--- src/rtl/entry_key_pkg.sv ---
package entry_key_pkg;

    typedef enum logic [2:0] {
        ST_IDLE     = 3'd0,
        ST_PULSE_HI = 3'd1,
        ST_GAP      = 3'd2,
        ST_KEY      = 3'd3,
        ST_CHECK    = 3'd4,
        ST_ARM      = 3'd5,
        ST_SETTLE   = 3'd6,
        ST_ACTIVE   = 3'd7
    } entry_state_t;

    localparam logic [31:0] DEFAULT_ENTRY_KEY = 32'h4D43_4851;

endpackage

--- src/rtl/entry_sync.sv ---
// Multi-stage synchronizer for a vector of slow asynchronous lines.
module entry_sync #(
    parameter int W      = 3,
    parameter int STAGES = 2
) (
    input  logic         clk,
    input  logic         rst_n,
    input  logic [W-1:0] d_i,
    output logic [W-1:0] q_o
);
    logic [W-1:0] stg [STAGES];

    generate
        for (genvar s = 0; s < STAGES; s++) begin : g_stage
            always_ff @(posedge clk or negedge rst_n) begin
                if (!rst_n) begin
                    stg[s] <= '0;
                end else if (s == 0) begin
                    stg[s] <= d_i;
                end else begin
                    stg[s] <= stg[(s == 0) ? 0 : s-1];
                end
            end
        end
    endgenerate

    assign q_o = stg[STAGES-1];
endmodule

--- src/rtl/entry_delay_cnt.sv ---
// Saturating wait counter: done once LIMIT cycles have been counted since clear.
module entry_delay_cnt #(
    parameter int LIMIT = 16
) (
    input  logic clk,
    input  logic rst_n,
    input  logic clear_i,
    output logic done_o
);
    localparam int CNT_W = $clog2(LIMIT + 2);
    localparam logic [CNT_W-1:0] LIM = CNT_W'(LIMIT);

    logic [CNT_W-1:0] cnt_q;

    always_ff @(posedge clk or negedge rst_n) begin
        if (!rst_n) begin
            cnt_q <= '0;
        end else if (clear_i) begin
            cnt_q <= '0;
        end else if (cnt_q != LIM) begin
            cnt_q <= cnt_q + 1'b1;
        end
    end

    assign done_o = (cnt_q == LIM);
endmodule

--- src/rtl/entry_key_shift.sv ---
// Collects KEY_W bits MSb first and flags a full word and a key match.
module entry_key_shift #(
    parameter int              KEY_W = 32,
    parameter logic [KEY_W-1:0] KEY  = '0
) (
    input  logic clk,
    input  logic rst_n,
    input  logic clear_i,
    input  logic shift_i,
    input  logic bit_i,
    output logic full_o,
    output logic match_o
);
    localparam int BC_W = $clog2(KEY_W + 1);
    localparam logic [BC_W-1:0] FULL_CNT = BC_W'(KEY_W);

    logic [KEY_W-1:0] word_q;
    logic [BC_W-1:0]  nbits_q;

    always_ff @(posedge clk or negedge rst_n) begin
        if (!rst_n) begin
            word_q  <= '0;
            nbits_q <= '0;
        end else if (clear_i) begin
            word_q  <= '0;
            nbits_q <= '0;
        end else if (shift_i && (nbits_q != FULL_CNT)) begin
            word_q  <= {word_q[KEY_W-2:0], bit_i};
            nbits_q <= nbits_q + 1'b1;
        end
    end

    assign full_o  = (nbits_q == FULL_CNT);
    assign match_o = full_o && (word_q == KEY);
endmodule

--- src/rtl/entry_key_detector.sv ---
// Program/verify mode entry detector: pin pulse, MSb-first key, pin hold, settle lockout.
module entry_key_detector
    import entry_key_pkg::*;
#(
    parameter int               KEY_W       = 32,
    parameter logic [KEY_W-1:0] ENTRY_KEY   = DEFAULT_ENTRY_KEY,
    parameter int               PRE_CYC     = 16,
    parameter int               POST_CYC    = 16,
    parameter int               SYNC_STAGES = 2
) (
    input  logic clk,
    input  logic rst_n,
    input  logic vpp_hi_i,
    input  logic ser_clk_i,
    input  logic ser_dat_i,
    output logic mode_active_o,
    output logic cmd_edge_o,
    output logic cmd_bit_o
);
    localparam int NLINES = 3;

    entry_state_t state_q, state_d;

    logic [NLINES-1:0] lines_s;
    logic pin_s, sclk_s, sdat_s, sclk_prev_q, sclk_rise;
    logic pre_done, post_done, key_full, key_match;

    entry_sync #(.W(NLINES), .STAGES(SYNC_STAGES)) u_sync (
        .clk   (clk),
        .rst_n (rst_n),
        .d_i   ({vpp_hi_i, ser_clk_i, ser_dat_i}),
        .q_o   (lines_s)
    );

    assign pin_s  = lines_s[2];
    assign sclk_s = lines_s[1];
    assign sdat_s = lines_s[0];

    always_ff @(posedge clk or negedge rst_n) begin
        if (!rst_n) sclk_prev_q <= 1'b0;
        else        sclk_prev_q <= sclk_s;
    end

    assign sclk_rise = sclk_s && !sclk_prev_q;

    entry_delay_cnt #(.LIMIT(PRE_CYC)) u_pre_wait (
        .clk     (clk),
        .rst_n   (rst_n),
        .clear_i (state_q != ST_GAP),
        .done_o  (pre_done)
    );

    entry_delay_cnt #(.LIMIT(POST_CYC)) u_settle_wait (
        .clk     (clk),
        .rst_n   (rst_n),
        .clear_i (state_q != ST_SETTLE),
        .done_o  (post_done)
    );

    entry_key_shift #(.KEY_W(KEY_W), .KEY(ENTRY_KEY)) u_key (
        .clk     (clk),
        .rst_n   (rst_n),
        .clear_i (state_q == ST_GAP),
        .shift_i (sclk_rise && (state_q == ST_KEY)),
        .bit_i   (sdat_s),
        .full_o  (key_full),
        .match_o (key_match)
    );

    // State register
    always_ff @(posedge clk or negedge rst_n) begin
        if (!rst_n) state_q <= ST_IDLE;
        else        state_q <= state_d;
    end

    // Next-state logic
    always_comb begin
        state_d = state_q;
        unique case (state_q)
            ST_IDLE:     if (pin_s) state_d = ST_PULSE_HI;
            ST_PULSE_HI: if (!pin_s) state_d = ST_GAP;
            ST_GAP: begin
                if (pin_s)         state_d = ST_PULSE_HI;
                else if (pre_done) state_d = ST_KEY;
            end
            ST_KEY: begin
                if (pin_s)         state_d = ST_PULSE_HI;
                else if (key_full) state_d = ST_CHECK;
            end
            ST_CHECK:    state_d = key_match ? ST_ARM : ST_IDLE;
            ST_ARM:      if (pin_s) state_d = ST_SETTLE;
            ST_SETTLE: begin
                if (!pin_s)         state_d = ST_IDLE;
                else if (post_done) state_d = ST_ACTIVE;
            end
            ST_ACTIVE:   if (!pin_s) state_d = ST_IDLE;
            default:     state_d = ST_IDLE;
        endcase
    end

    // Outputs
    always_comb begin
        mode_active_o = 1'b0;
        cmd_edge_o    = 1'b0;
        unique case (state_q)
            ST_SETTLE: mode_active_o = 1'b1;
            ST_ACTIVE: begin
                mode_active_o = 1'b1;
                cmd_edge_o    = sclk_rise;
            end
            default: ;
        endcase
        cmd_bit_o = sdat_s;
    end
endmodule

--- config.mk ---
export PLATFORM = sky130hd
export DESIGN_NAME = entry_key_detector
export DESIGN_NICKNAME = d
export VERILOG_FILES = /design/src/rtl/entry_key_pkg.sv /design/src/rtl/entry_sync.sv /design/src/rtl/entry_delay_cnt.sv /design/src/rtl/entry_key_shift.sv /design/src/rtl/entry_key_detector.sv
export SDC_FILE = /design/constraint.sdc
export NUM_CORES = 1
export LEC_CHECK = 0
export BUFFER_PORTS_ARGS = -buffer_cell sky130_fd_sc_hd__buf_4
export CAP_MARGIN = 0
export CORE_ASPECT_RATIO = 1.5
export CORE_UTILIZATION = 35
export DETAILED_ROUTE_END_ITERATION = 7
export HOLD_SLACK_MARGIN = 0.02
export PLACE_DENSITY_LB_ADDON = 0.25
export SLEW_MARGIN = 20
export SYNTH_ARGS = -nofsm -noshare
export SYNTH_HDL_FRONTEND = slang
export SYNTH_HIERARCHICAL = 1
export SYNTH_SLANG_ARGS = --single-unit
--- constraint.sdc ---
create_clock -name clk -period 2.2 [get_ports clk]
set_input_delay 0.33 -clock clk [delete_from_list [all_inputs] [get_ports clk]]
set_output_delay 0.33 -clock clk [all_outputs]
set_load 0.005 [all_outputs]
# Yosys cells after proc, flatten, opt, wreduce, memory -nomap -nowiden
# Index checks and enable logic that the tools add are counted.
# op_classes
add_sub_neg	3
eq_ne	23
n_mux	22
n_reduce_logical	11
# op_table
op	n
$mux 32	2
$mux 3	11
$eq 32x31->1 const B	1
$pmux 3 s8	1
$mux 5	4
$eq 3x3->1 const B	4
$mux 6	2
$add 5x1->5 const B	2
$eq 5x5->1 const B	2
$ne 5x5->1 const B	2
$ne 3x3->1 const B	3
$reduce_and 7->1	1
$add 6x1->6 const B	1
$eq 3x2->1 const B	2
$eq 6x6->1 const B	1
$ne 6x6->1 const B	1
$reduce_bool 2->1	3
$logic_and 1x1->1	4
$ne 2x1->1 const B	2
$ne 2x2->1 const B	2
$eq 3x1->1 const B	1
$logic_not 3->1	1
$ne 3x1->1 const B	1
$ne 3x2->1 const B	1
other kinds (3)	4
# word_totals
register_bits	58
word_cells	67

# Logic depth before layout (Yosys ltp)
# depth
word_depth	6
mapped_depth	9

# By module
# The synthesis kept the hierarchy.
# modules_own_cells
mod	n_inst	cells_per_inst	area_each_um2
entry_key_shift	1	153	1859.3
entry_delay_cnt	2	26	289.0
entry_key_detector	1	45	360.3
entry_sync	1	9	172.7

# Least setup slack after synthesis
# No wires, ideal clock.
# synth_timing
kind	register to register
start	register u_key.word_q[2]
end	register state_q[0]
arrival_ns	1.800
required_ns	2.136
setup_slack_ns	0.336
stages_incl_launch_ff	7
synth_period_minus_slack_ns	1.864
cell_sequence	dfrtp_1 > or4b_2 > nor4_1 > and4_1 > o21bai_1 > a211oi_1 > mux2_4
# synth_between
elab_chain_len	4
# synth_rtl
element	line	rtl
from (decl)	entry_key_shift.sv:17	logic [KEY_W-1:0] word_q;
from (signal assigned)	entry_key_shift.sv:28	word_q <= {word_q[KEY_W-2:0], bit_i};
$eq 32x31->1	entry_key_shift.sv:34	assign match_o = full_o && (word_q == KEY);
$logic_and 1x1->1	entry_key_shift.sv:34	
named net key_match	entry_key_detector.sv:26	logic pre_done, post_done, key_full, key_match;
$mux 3	entry_key_detector.sv:90	ST_CHECK: state_d = key_match ? ST_ARM : ST_IDLE;
$pmux 3 s8	entry_key_detector.sv:79	unique case (state_q)
to (signal assigned)	entry_key_detector.sv:73	else state_q <= state_d;
to (decl)	entry_key_detector.sv:22	entry_state_t state_q, state_d;
# The timed path passes the listed nets, and every way through them passes these cells.
# A chain may end at the register's enable or synchronous reset.

# Final worst setup path
# Same ends and word-level chain as after synthesis.

==> impl_metrics.csv <==
group,metric,value,unit
clock_tree,numCtsBuffers,9,
sta,fin_crit,2.02,ns
power,power_density,967,mW/mm²
clock_tree,cts_tree,"done",
sta,fin_worst_skew,0.00439,ns
sta,setup_violations,0,
sta,max_freq,0.496,GHz
setup_path,arrival,2.28,ns
placed_design,placed_cells,361,
floorplan,die_w,77.2,µm
final_layout,diodes,0,
logic_synthesis,synth_area_per_cell,11.5,µm²
final_layout,fill_cells,778,
final_layout,area_growth,13.8,%
global_route,antenna_found_initial,0,
global_route,grt_pass1_vias,1933,
logic_synthesis,synthTopCellsByCount,"dfrtp_1 (58), nand2b_1 (43), mux2i_1 (35)",
floorplan,io_pins,8,
run,max_cap_violations,0,
placed_design,dp_hpwl,3380,µm
clock_tree,cts.sinks,58,
logic_synthesis,synth-edff-count,0,
routing,num_vias,1851,
global_route,overflow,0,
clock_tree,post_cts.repair.setup_buffers,0,
routing,drt_pre_antenna_iters,4,
floorplan,num_rows,40,
setup_path,r2r-start,"u_key/word_q[2]$_DFFE_PN0P_",
logic_synthesis,synth_cells,259,
logic_synthesis,ys.flop_type,"dfrtp_1",
global_route,track_usage,13.7,%
floorplan,die_h,115,µm
routing,drt_wl_total,5070,µm
setup_path,rrSetupSlack,0.18,ns
power,switchingPower,0.869,mW
clock_tree,cts_resized,0,
logic_synthesis,syn_nets,270,
sta,maxSlewViolCount,0,
power,pwr-share-clk,41.7,%
routing,drt-initial-drc-count,99,
clock_tree,clkTransAtPathRegs,0.05,ns
routing,final_antenna_net_count,0,
clock_tree,htreeDepth,3,
sta,tightestPinTransition,0.718,ns
logic_synthesis,yosys.area.top_type,"dfrtp_1",
logic_synthesis,ys_types,49,
power,seq_power_share,37.1,%
clock_tree,cts_hold_buf,0,
logic_synthesis,async_flop_share,100,%
sta,fin_setup_tns,0,ns
final_layout,final_layout_size_suffix_gt1_share,16.2,%
final_layout,final_nets,278,
logic_synthesis,netlist_area,0.00297,mm²
routing,drc_errors,0,
global_route,grt_max_degree,59,
power,vdd_ir_drop_max,0.449,mV
global_route,grt_pass1_wl,9150,µm
power,p_int,2.40,mW
setup_path,r2r-end,"state_q[0]$_DFFE_PN0P_",
floorplan,die-area,0.00887,mm²
logic_synthesis,ys_seq_elements,58,
final_layout,final_cells,377,
floorplan,core_area,0.00811,mm²
setup_path,rr_worst_depth,6,
power,p_sw_share,26.6,%
sta,layout_setup_ws,0.183,ns
logic_synthesis,yosysSeqAreaShare,48.9,%
setup_path,cp_data_required_time,2.47,ns
clock_tree,cts_root_buffer,"clkbuf_16",
floorplan,initial_core_util,36.6,%
outcome,outcome,"finished clean",
logic_synthesis,yosys.area.top_type_share,48.9,%
setup_path,path_max_fanout,2,
placed_design,routabilityCongestion,0.775,
sta,finalHoldViolations,0,
logic_synthesis,yosysMostFrequentCell,"dfrtp_1",
power,combPwrFrac,21.2,%
clock_tree,cts.path.max_buffers,2,
worst_hold_path,worstHoldPathType,"input port to asynchronous set/reset pin",
placed_design,post-place-ws,0.163,ns
logic_synthesis,ys_warn_count,6,
clock_tree,clk_latency,0.33,ns
sta,holdWs,0.0585,ns
sta,slew_headroom,52.1,%
setup_path,endpoint_kind,"flip-flop",
routing,wl_per_cell,13.4,µm
logic_synthesis,synth.area.top_cells,"dfrtp_1 (49%), mux2i_1 (12%), nand2b_1 (9.1%), ha_1 (2.5%), buf_12 (2.0%)",
power,p_leak,1.43,nW
setup_path,start_kind,"flip-flop",
sta,final.period_utilization,91.7,%
placed_design,io_buffer_count,7,
setup_path,worstSetupPathType,"flip-flop to flip-flop",
sta,rsz0062_at_grt,"no",
routing,vias_per_cell,4.91,
[worst max-delay path: stages (launching register included)]
cell and delay, ns:
dfrtp_1 0.37, or4b_2 0.66, nor4_1 0.18, and4_1 0.25, o21bai_1 0.07, a211oi_1 0.25
mux2_4 0.19
[per-stage QoR]
stage	power, mW	instance area, µm²	utilization [%]
finish	3.27	3380	41.7
global route	3.46	3380	41.7
CTS	3.32	3380	41.7
detailed placement	1.93	3080	37.9
global placement	1.92	3080	37.9
floorplan	1.77	2970	-
[cell families after synthesis]
logic type / count (synthesis) / synth area share [%]
multiplexers: 43 / 15.2
buffers and inverters: 27 / 6.53
flip-flops: 58 / 48.9
AND/OR/NAND/NOR: 100 / 20.4
XOR/XNOR: 5 / 1.47
AO/OA/AOI/OAI: 20 / 5.01
adder cells (fa/ha/maj): 6 / 2.53
[state kept, by name (all words and copies together), names as in the netlist]
register and count:
sclk_prev_q 1, u_settle_wait/cnt_q 5, u_pre_wait/cnt_q 5, u_sync/stg 3, u_key/nbits_q 6, u_key/word_q 32, u_sync/q_o 3, state_q 3
[per-layer routing]
metal / routed length (µm) / part of all wire [%] / global-route usage (%) / up-vias
met4: 118 / 2.3 / 9.43 / 0
li1: - / - / - / 909
met5: 0 / 0 / 0 / -
met2: 2680 / 53 / 23.5 / 20
met1: 2170 / 43 / 14.2 / 914
met3: 106 / 2.1 / 4.44 / 8
[layout make-up]
cell class	count	area (µm²)	area share (%)
Inverter	10	37.5	1.11
Clock inverter	1	5.00	0.148
Timing Repair Buffer	14	130	3.85
Multi-Input combinational cell	174	1330	39.2
Tap cell	105	131	3.89
Clock buffer	15	298	8.81
Sequential cell	58	1450	42.9
[layout by cell type (no fill, tap or decap), types with 3 or more instances in the layout]
cell,synthesis,routed
nand2_1,8,8
dfrtp_1,58,58
clkbuf_16,0,9
ha_1,6,6
nor2_1,15,15
a21oi_1,4,4
mux2_2,5,5
mux2i_1,35,35
mux2_4,3,3
inv_1,8,8
clkbuf_8,0,5
buf_4,5,12
nor2b_1,5,5
nand2b_1,43,43
nand3_1,4,4
nor4_1,4,4
xor2_1,3,3
[power by group through the flow]
stage | clock [mW] | sequential (mW) | combinational (mW)
after floorplan | 0 | 1.19 | 0.582
after global placement | 0 | 1.23 | 0.691
after detailed placement | 0 | 1.23 | 0.698
after CTS | 1.41 | 1.21 | 0.700
after global routing | 1.46 | 1.23 | 0.778
final | 1.36 | 1.21 | 0.694
[how the worst max path moves through the flow]
stage / from / to / slack (ns) / cells past startpoint
final: u_key/word_q[2]$_DFFE_PN0P_ / state_q[0]$_DFFE_PN0P_ / 0.18 / 6
after global routing: u_key/word_q[2]$_DFFE_PN0P_ / state_q[0]$_DFFE_PN0P_ / 0.03 / 6
after CTS: u_key/word_q[2]$_DFFE_PN0P_ / state_q[0]$_DFFE_PN0P_ / 0.15 / 6
after detailed placement: u_key/word_q[2]$_DFFE_PN0P_ / state_q[0]$_DFFE_PN0P_ / 0.16 / 6
after global placement: u_key/word_q[2]$_DFFE_PN0P_ / state_q[0]$_DFFE_PN0P_ / 0.21 / 6
after floorplan: u_key/word_q[2]$_DFFE_PN0P_ / state_q[0]$_DFFE_PN0P_ / 0.34 / 6
Note: power is estimated with default switching activity, not from simulation.
